===== config.mk =====
export PLATFORM = sky130hd
export DESIGN_NAME = rdimm_pwr_seq
export DESIGN_NICKNAME = d
export VERILOG_FILES = /design/src/rtl/rdimm_seq_pkg.sv /design/src/rtl/rdimm_rst_sync.sv /design/src/rtl/rdimm_wait_timer.sv /design/src/rtl/rdimm_pin_reg.sv /design/src/rtl/rdimm_pwr_seq.sv
export SDC_FILE = /design/constraint.sdc
export NUM_CORES = 1
export LEC_CHECK = 0
export BUFFER_PORTS_ARGS = -buffer_cell sky130_fd_sc_hd__buf_2
export CORE_MARGIN = 1
export CORE_UTILIZATION = 52
export DETAILED_ROUTE_END_ITERATION = 16
export PLACE_DENSITY = 0.72
export SLEW_MARGIN = 20
export SYNTH_ARGS = -nofsm -noshare
export SYNTH_HDL_FRONTEND = slang
export SYNTH_SLANG_ARGS = --single-unit

===== constraint.sdc =====
create_clock -name clk -period 1 [get_ports clk]
set_input_delay 0.05 -clock clk [delete_from_list [all_inputs] [get_ports clk]]
set_output_delay 0.05 -clock clk [all_outputs]
set_load 0.01 [all_outputs]

===== src/rtl/rdimm_seq_pkg.sv =====
package rdimm_seq_pkg;

  typedef enum logic [3:0] {
    ST_PWRUP, ST_CLKON, ST_PLL, ST_STAB, ST_ACT, ST_READY,
    ST_SRCMD, ST_SRHOLD, ST_INACT, ST_SRIDLE, ST_XCLK, ST_XPLL, ST_XNOP
  } seq_state_e;

  typedef struct packed {
    logic reset_n;
    logic cke;
    logic cs_n;
    logic ras_n;
    logic cas_n;
    logic we_n;
    logic clk_oe;
    logic bus_oe;
    logic ready;
  } pin_set_t;

  // All outputs quiet: reset asserted, CKE low, deselect, drivers off.
  localparam pin_set_t PINS_OFF = '{reset_n: 1'b0, cke: 1'b0, cs_n: 1'b1,
                                    ras_n: 1'b1, cas_n: 1'b1, we_n: 1'b1,
                                    clk_oe: 1'b0, bus_oe: 1'b0, ready: 1'b0};

  function automatic pin_set_t pins_for(seq_state_e st, logic clk_off);
    pin_set_t p;
    p = PINS_OFF;
    case (st)
      ST_CLKON, ST_PLL, ST_XCLK, ST_XPLL: p.clk_oe = 1'b1;
      ST_STAB, ST_XNOP, ST_INACT: begin
        p.clk_oe = 1'b1;
        p.bus_oe = 1'b1;
      end
      ST_ACT, ST_SRHOLD: begin
        p.reset_n = 1'b1;
        p.clk_oe  = 1'b1;
        p.bus_oe  = 1'b1;
      end
      ST_READY: begin
        p.reset_n = 1'b1;
        p.cke     = 1'b1;
        p.clk_oe  = 1'b1;
        p.bus_oe  = 1'b1;
        p.ready   = 1'b1;
      end
      ST_SRCMD: begin
        p.reset_n = 1'b1;
        p.clk_oe  = 1'b1;
        p.bus_oe  = 1'b1;
        p.cs_n    = 1'b0;
        p.ras_n   = 1'b0;
        p.cas_n   = 1'b0;
      end
      ST_SRIDLE: p.clk_oe = ~clk_off;
      default: p = PINS_OFF;
    endcase
    return p;
  endfunction

endpackage


===== src/rtl/rdimm_rst_sync.sv =====
module rdimm_rst_sync #(
  parameter int STAGES = 2
) (
  input  logic clk,
  input  logic rst_n,
  output logic rst_n_sync
);
  logic [STAGES-1:0] chain_q;

  always_ff @(posedge clk or negedge rst_n) begin
    if (!rst_n) chain_q <= '0;
    else        chain_q <= {chain_q[STAGES-2:0], 1'b1};
  end

  assign rst_n_sync = chain_q[STAGES-1];
endmodule


===== src/rtl/rdimm_wait_timer.sv =====
module rdimm_wait_timer #(
  parameter int W = 16
) (
  input  logic         clk,
  input  logic         rst_n,
  input  logic         load,
  input  logic [W-1:0] load_val,
  output logic         expired
);
  logic [W-1:0] cnt_q;
  logic         cnt_en;

  assign expired = (cnt_q == '0);
  assign cnt_en  = load | ~expired;

  always_ff @(posedge clk or negedge rst_n) begin
    if (!rst_n)      cnt_q <= '0;
    else if (cnt_en) cnt_q <= load ? load_val : cnt_q - 1'b1;
  end
endmodule


===== src/rtl/rdimm_pin_reg.sv =====
module rdimm_pin_reg
  import rdimm_seq_pkg::*;
(
  input  logic     clk,
  input  logic     rst_n,
  input  pin_set_t pins_d,
  input  logic     err_d,
  output pin_set_t pins_q,
  output logic     err_q
);
  always_ff @(posedge clk or negedge rst_n) begin
    if (!rst_n) begin
      pins_q <= PINS_OFF;
      err_q  <= 1'b0;
    end else begin
      pins_q <= pins_d;
      err_q  <= err_d;
    end
  end
endmodule


===== src/rtl/rdimm_pwr_seq.sv =====
module rdimm_pwr_seq
  import rdimm_seq_pkg::*;
#(
  parameter int PLL_CYC   = 10000,
  parameter int STAB_CYC  = 20000,
  parameter int ACT_CYC   = 64,
  parameter int INACT_CYC = 64
) (
  input  logic clk,
  input  logic rst_n,
  input  logic pwr_good,
  input  logic clk_stable,
  input  logic sr_enter_req,
  input  logic sr_clk_off,
  input  logic sr_exit_req,
  output logic dimm_reset_n,
  output logic cke,
  output logic cs_n,
  output logic ras_n,
  output logic cas_n,
  output logic we_n,
  output logic clk_oe,
  output logic bus_oe,
  output logic init_ready,
  output logic req_err
);
  localparam int MAX_AB = (PLL_CYC > STAB_CYC) ? PLL_CYC : STAB_CYC;
  localparam int MAX_CD = (ACT_CYC > INACT_CYC) ? ACT_CYC : INACT_CYC;
  localparam int MAX_C  = (MAX_AB > MAX_CD) ? MAX_AB : MAX_CD;
  localparam int CW     = (MAX_C < 2) ? 1 : $clog2(MAX_C);
  localparam logic [CW-1:0] LD_PLL   = CW'(PLL_CYC - 1);
  localparam logic [CW-1:0] LD_STAB  = CW'(STAB_CYC - 1);
  localparam logic [CW-1:0] LD_ACT   = CW'(ACT_CYC - 1);
  localparam logic [CW-1:0] LD_INACT = CW'(INACT_CYC - 1);

  logic       srst_n;
  seq_state_e state_q, state_d;
  logic       mode_q, mode_d;
  logic       err_d;
  logic       tmr_load, tmr_done;
  logic [CW-1:0] tmr_val;
  pin_set_t   pins_d, pins_q;

  rdimm_rst_sync #(.STAGES(2)) u_rst (
    .clk(clk), .rst_n(rst_n), .rst_n_sync(srst_n)
  );

  // Next-state logic
  always_comb begin
    state_d = state_q;
    mode_d  = mode_q;
    err_d   = 1'b0;
    case (state_q)
      ST_PWRUP:  if (pwr_good)   state_d = ST_CLKON;
      ST_CLKON:  if (clk_stable) state_d = ST_PLL;
      ST_PLL:    if (tmr_done)   state_d = ST_STAB;
      ST_STAB:   if (tmr_done)   state_d = ST_ACT;
      ST_ACT:    if (tmr_done)   state_d = ST_READY;
      ST_READY: begin
        if (sr_enter_req) begin
          state_d = ST_SRCMD;
          mode_d  = sr_clk_off;
        end else if (sr_exit_req) begin
          err_d = 1'b1;
        end
      end
      ST_SRCMD:  state_d = ST_SRHOLD;
      ST_SRHOLD: state_d = ST_INACT;
      ST_INACT:  if (tmr_done) state_d = ST_SRIDLE;
      ST_SRIDLE: begin
        if (sr_exit_req)       state_d = mode_q ? ST_XCLK : ST_XNOP;
        else if (sr_enter_req) err_d   = 1'b1;
      end
      ST_XCLK:   if (clk_stable) state_d = ST_XPLL;
      ST_XPLL:   if (tmr_done)   state_d = ST_XNOP;
      ST_XNOP:   state_d = ST_ACT;
      default:   state_d = ST_PWRUP;
    endcase
    if (!pwr_good) begin
      state_d = ST_PWRUP;
      err_d   = 1'b0;
    end
  end

  // Timer load on entry into a timed phase
  always_comb begin
    tmr_load = (state_d != state_q);
    case (state_d)
      ST_PLL, ST_XPLL: tmr_val = LD_PLL;
      ST_STAB:         tmr_val = LD_STAB;
      ST_ACT:          tmr_val = LD_ACT;
      ST_INACT:        tmr_val = LD_INACT;
      default:         tmr_val = '0;
    endcase
  end

  rdimm_wait_timer #(.W(CW)) u_tmr (
    .clk(clk), .rst_n(srst_n), .load(tmr_load),
    .load_val(tmr_val), .expired(tmr_done)
  );

  // State registers
  always_ff @(posedge clk or negedge srst_n) begin
    if (!srst_n) begin
      state_q <= ST_PWRUP;
      mode_q  <= 1'b0;
    end else begin
      state_q <= state_d;
      mode_q  <= mode_d;
    end
  end

  assign pins_d = pins_for(state_d, mode_d);

  rdimm_pin_reg u_pins (
    .clk(clk), .rst_n(srst_n), .pins_d(pins_d), .err_d(err_d),
    .pins_q(pins_q), .err_q(req_err)
  );

  assign dimm_reset_n = pins_q.reset_n;
  assign cke          = pins_q.cke;
  assign cs_n         = pins_q.cs_n;
  assign ras_n        = pins_q.ras_n;
  assign cas_n        = pins_q.cas_n;
  assign we_n         = pins_q.we_n;
  assign clk_oe       = pins_q.clk_oe;
  assign bus_oe       = pins_q.bus_oe;
  assign init_ready   = pins_q.ready;
endmodule


==> results of run 1 <==
[worst max path at each step]
stage | to | from | depth (start not counted)
3_5_place_dp | u_tmr.cnt_q[3] | u_tmr.cnt_q[1] | 8
5_1_grt | u_tmr.cnt_q[4] | u_tmr.cnt_q[0] | 8
2_1_floorplan | u_tmr.cnt_q[5] | u_tmr.cnt_q[0] | 8
3_3_place_gp | u_tmr.cnt_q[5] | u_tmr.cnt_q[1] | 8
4_1_cts | u_tmr.cnt_q[3] | u_tmr.cnt_q[1] | 8
6_report | u_tmr.cnt_q[8] | u_tmr.cnt_q[0] | 8
[routing by layer]
| metal | GRT usage (%) | part of all wire [%] |
|---|---|---|
| met1 | 55.2 | 33 |
| met3 | 11.0 | 14 |
| met2 | 72.4 | 42 |
| met5 | 0 | 0 |
| met4 | 23.8 | 11 |
[cell usage after synthesis (2+ instances only)]
cell type | count | area, µm²
dfrtp_1 | 27 | 676
nand3_1 | 14 | 70.1
nor2_1 | 13 | 48.8
nand2_1 | 12 | 45.0
a21oi_1 | 8 | 40.0
o21ai_0 | 7 | 35.0
inv_1 | 6 | 22.5
xnor2_1 | 6 | 52.6
buf_2 | 5 | 25.0
o31ai_1 | 5 | 37.5
xor2_1 | 5 | 43.8
buf_4 | 4 | 30.0
nor2b_1 | 4 | 25.0
nor3_1 | 4 | 20.0
nor4_1 | 4 | 25.0
a211oi_1 | 3 | 22.5
clkbuf_1 | 3 | 11.3
nor3b_1 | 3 | 22.5
o32ai_1 | 3 | 26.3
a21o_1 | 2 | 15.0
mux2_2 | 2 | 22.5
mux2i_1 | 2 | 20.0
nand3b_1 | 2 | 15.0
nand4_1 | 2 | 12.5
o2111ai_1 | 2 | 17.5
o211ai_1 | 2 | 15.0
o21a_1 | 2 | 15.0
o22ai_1 | 2 | 12.5
o2bb2ai_1 | 2 | 17.5
o41ai_1 | 2 | 17.5
or4_1 | 2 | 15.0
[state kept, by name, indices dropped and copies added, names as in the netlist]
register / count
u_pins.pins_q: 5
u_pins.err_q: 1
state_q: 4
u_tmr.cnt_q: 15
u_rst.chain_q: 2
mode_q: 1
[critical path, stage by stage, from the launching register on]
cell and delay, ns:
dfrtp_1 0.44, inv_2 0.09, ha_4 0.14, or4b_4 0.51, nor4_4 0.38, mux2_4 0.39, o2111a_2 0.33, nor3_2 0.29
o31ai_1 0.16
[placed cells by master (no fill, tap or decap), types with 3 or more instances in the layout]
| cell | instances |
|---|---|
| a21oi_4 | 3 |
| a21oi_1 | 5 |
| o31ai_1 | 3 |
| clkbuf_4 | 3 |
| nor2_1 | 12 |
| buf_2 | 12 |
| mux2_4 | 4 |
| nand2_1 | 9 |
| buf_6 | 19 |
| nand3_1 | 9 |
| xnor2_1 | 6 |
| nor4_2 | 3 |
| inv_2 | 3 |
| nor3_1 | 3 |
| dfrtp_1 | 26 |
| nand3_2 | 3 |
| xor2_1 | 5 |
| buf_4 | 69 |
| o21ai_0 | 4 |
[kinds of logic after synthesis]
logic type | after synthesis | share of synthesized area (%)
muxes | 6 | 3.71
xor gates and xnor gates | 11 | 5.20
and+or+nand+nor | 75 | 23.8
buffers and inverters | 19 | 4.99
other | 1 | 0.202
DFF | 28 | 37.9
adders and majority gates | 2 | 1.21
AOI/OAI and AO/OA | 54 | 23.1
[power by group]
group / internal, mW / switching, mW / leakage, nW
Combinational: 2.35 / 2.94 / 0.989
Clock: 0.224 / 0.403 / 0.0210
Sequential: 1.40 / 0.242 / 0.363
Total: 3.97 / 3.59 / 1.37
[through the flow]
stage	util, %	setup slack [ns]	total power, mW	cells	hold slack, ns
after global placement	75.6	-1.56	5.05	317	-0.165
final	91.4	-1.86	7.56	339	-0.0473
after floorplan	-	-1.65	3.67	197	-0.246
after CTS	86.5	-1.56	6.23	337	-0.0529
after global routing	91.4	-2.01	7.73	339	-0.0599
after detailed placement	75.6	-1.72	5.18	317	-0.163
[final cells by class]
cell class,count,area share [%]
Sequential cell,28,22.9
Inverter,7,1.10
Tap cell,46,1.87
Clock buffer,4,1.18
Multi-Input combinational cell,150,45.6
Timing Repair Buffer,104,27.4
[what timing repair did]
action,4_1_cts,5_1_grt
buffers inserted,16,3
endpoints found under the hold margin,3,1
endpoints found under the setup margin,29,29
pin swaps,19,10
cloned,0,0
resized for setup,45,31
==> run metrics, run 1 <==
Final nets=302; Worst-path clk slew=0.18 ns; min-delay worst type=in2reg; CORE AREA=3360 µm²; Syn Std Cell Area=1850 µm²; CTS tree=built; vias in the first global route=2,243; DRT Wirelength=10,400 µm; Finish-stage setup viols=29; Synth async-reset ratio=100%; CP Class=reg2reg; cts hold-fix bufs=2; Hold Path Origin=sr_clk_off; hold-critical path depth=2; Hold WS=-0.0473 ns; GRT Total Usage=44.6%; mean post-synth cell area=9.46 µm²; Hold EP=mode_q; Skew-Pair Late Insertion Delay=0.36 ns; GRT overflow=0; maximum clock rate=349 MHz; setup_tns=-40.11 ns; Die X=61.7 µm; Crit Path Max Fanout=3; r2r startpoint=u_tmr.cnt_q[0]; status=complete, but fails checks; RSZ-0062 raised after global routing=true; Seq/Total Area, Yosys=37.9%; Post-DRT Antenna Nets=0; flop2flop setup slack=-1.86 ns; initial antenna violation count=0; P&R area growth vs syn=65.9%; Max Cap Viol=0; vias=2,567; wire per inst=30.5 µm; Initial DRT Pass Iterations=7; Longest Clk Path Bufs=2; Post-DP Area=2540 µm²; area occupied by registers=703 µm²; Cell Pwr Density=2460 nW/µm²; port bufs=15; CP startpoint kind=register; # rows=21; fin crit share=286%; Final WS setup=-1.86 ns; Die Area=3810 µm²; Clock Sinks=28; worst r2r path cells=8; largest net degree at the start of global routing=18; Vias/cell=7.57; minimum clock period=2.86 ns; Max Slew Vio Count=0; Max-slew headroom=56.1%; Data arrival, critical path=3.10 ns; share of cells above drive strength 1=56.3%; Main synth FF type=dfrtp_1; filler instances=121; DRC viols=0; EDFF count, synth=0; Synth Register Bits=28; number of I/O pins=17; synth warn=0; CTS root buf=clkbuf_4; DR iter-0 viols=490; post-synth cell types=67; Required @ worst endpoint=1.24 ns; worst r2r dst=u_tmr.cnt_q[8]; DP HPWL=4190 µm; Multi-input gate area=1400 µm²; failing checks=hold timing, setup timing; first-pass GRT wire length=11,800 µm; actual slew at the worst max-slew pin=0.657 ns; Mapped Cells=196; Static Leak=1.37 nW; H-tree depth=1; maximum vdd drop=1.89 mV; TritonCTS Buffers=3; Worst Setup End Kind=register; Worst Skew=0.0155 ns; Final GP Congestion=0.888; Finished Cell Area=3080 µm²; Initial Utilization=55.1%; die height=61.7 µm; count of final hold-check violations=1; Antenna diodes=0
(Power assumes the default switching activity.)
==> inputs of run 2 (changes only) <==
Clock period 1 ns to 3 ns, I/O delays scaled along.
==> run 2 against run 1 <==
  * Fmax grew 0.98%
  * Sequential cell count stayed put
  * Global-route usage decreased by 19 points
  * The run now ends clean
==> run metrics, run 2 (synthesis gave the netlist of run 1 again) <==
fin crit share=94.5%; die height=61.7 µm; Die Area=3810 µm²; Skew-Pair Late Insertion Delay=0.34 ns; Max Cap Viol=0; Vias/cell=6.36; GRT Total Usage=26.1%; DRC viols=0; # rows=21; H-tree depth=1; GRT overflow=0; CP startpoint kind=register; wire per inst=16.9 µm; minimum clock period=2.83 ns; filler instances=303; number of I/O pins=17; count of final hold-check violations=0; first-pass GRT wire length=7300 µm; vias in the first global route=1,523; Initial Utilization=55.1%; maximum vdd drop=0.505 mV; most common cell after layout, fill and taps aside=dfrtp_1; max reg flops=15; DR iter-0 viols=110; Worst Skew=0.00295 ns; crit-path max cell delay=0.52 ns; largest net degree at the start of global routing=27; min-delay worst type=in2reg; CORE AREA=3360 µm²; total power=1.65 mW; RSZ-0062 raised after global routing=false; most frequent cells in the layout=dfrtp_1, buf_2, nand3_1, nor2_1, nand2_1; share of cells above drive strength 1=20.7%; setup_tns=0 ns; Static Leak=0.873 nW; Largest regs=u_tmr.cnt_q (15), u_pins.pins_q (5), state_q (4); Longest Clk Path Bufs=2; Clock Sinks=28; Max Slew Vio Count=0; P&R area growth vs syn=10.8%; Crit-path slowest cell=or4b_1; vias=1,647; initial antenna violation count=0; maximum clock rate=353 MHz; Required @ worst endpoint=3.22 ns; port bufs=15; Max-slew headroom=58.6%; CP Class=reg2reg; DRT Wirelength=4370 µm; DP HPWL=3210 µm; crit-path cells=inv_1 > ha_1 > or4b_1 > nor4_4 > mux2_4 > o2111a_1 > o221ai_1 > o32ai_1; TritonCTS Buffers=3; Worst Setup End Kind=register; Post-DRT Antenna Nets=0; Antenna diodes=0; Final GP Congestion=0.912; flop2flop setup slack=0.17 ns; Final nets=222; Die X=61.7 µm; Data arrival, critical path=3.05 ns; Finish-stage setup viols=0; Worst-path clk slew=0.16 ns; status=completed; Cell Pwr Density=804 nW/µm²; most flop-heavy register=u_tmr.cnt_q; actual slew at the worst max-slew pin=0.620 ns; CTS tree=built; Crit Path Max Fanout=4; Initial DRT Pass Iterations=4; CTS root buf=clkbuf_4
-- run 2: cell types whose count changed in the layout (fill, tap and decap cells not counted), sizes merged --
cell / previous run / this run
buf: 102 / 23
bufinv: 0 / 1
clkbuf: 4 / 3
clkinv: 0 / 1
dlygate4sd3: 2 / 1
inv: 7 / 6
-- run 2: critical path: cells and delay by family, from the launching register on --
family / cells / cell delay (ns)
simple gates: 2 / 0.85
compound gates: 3 / 0.78
flops: 1 / 0.45
fa+ha+maj: 1 / 0.20
buf+inv: 1 / 0.07
mux: 1 / 0.36
-- run 2: what timing repair did --
item	4_1_cts	5_1_grt
endpoints found under the setup margin	0	2
buffers inserted	0	0
hold buffers	1	0
endpoints found under the hold margin	2	0
gates resized for setup	0	1
-- run 2: metal layers --
layer | track usage, % | vias to the layer above | part of all wire [%]
met5 | 0 | - | 0
met4 | 6.03 | 0 | 1.3
met3 | 4.97 | 6 | 5.8
met2 | 41.6 | 64 | 49
met1 | 37.0 | 803 | 44
li1 | - | 774 | -
-- run 2: where the power goes --
group          total [mW]  leakage [nW]  internal [mW]  switching, mW
Combinational       0.806         0.481          0.369          0.437
Clock               0.255        0.0279          0.135          0.120
Sequential          0.590         0.364          0.465          0.125
-- run 2: final timing paths --
kind | startpoint | to | depth (start not counted)
min in group asynchronous | rst_n | u_rst.chain_q[1] | 2
max in group asynchronous | u_rst.chain_q[1] | u_pins.err_q | 0
worst max-delay path | u_tmr.cnt_q[0] | u_tmr.cnt_q[3] | 8
worst min register to register | u_rst.chain_q[1] | u_tmr.cnt_q[12] | 0
worst max register to register | u_tmr.cnt_q[0] | u_tmr.cnt_q[3] | 8
worst min-delay path | sr_clk_off | mode_q | 2
-- run 2: final cells by class --
cell class / instances / area [µm²] / area share [%]
Timing Repair Buffer: 24 / 145 / 7.06
Clock inverter: 1 / 30.0 / 1.46
Clock buffer: 3 / 22.5 / 1.10
Tap cell: 46 / 57.6 / 2.80
Multi-Input combinational cell: 150 / 1070 / 52.1
Sequential cell: 28 / 703 / 34.2
Inverter: 7 / 26.3 / 1.28
-- run 2: stage by stage --
| stage | instance area [µm²] | hold WS [ns] | std cells | worst slack [ns] | utilization (%) |
|---|---|---|---|---|---|
| 5_1_grt | 2050 | 0.0599 | 259 | 0.0656 | 61.1 |
| 3_3_place_gp | 1980 | -0.0666 | 254 | 0.347 | 59.0 |
| 3_5_place_dp | 1980 | -0.0614 | 254 | 0.191 | 59.0 |
| 2_1_floorplan | 1860 | -0.146 | 197 | 0.329 | - |
| 6_report | 2050 | 0.0642 | 259 | 0.166 | 61.1 |
| 4_1_cts | 2050 | 0.0620 | 259 | 0.155 | 60.9 |
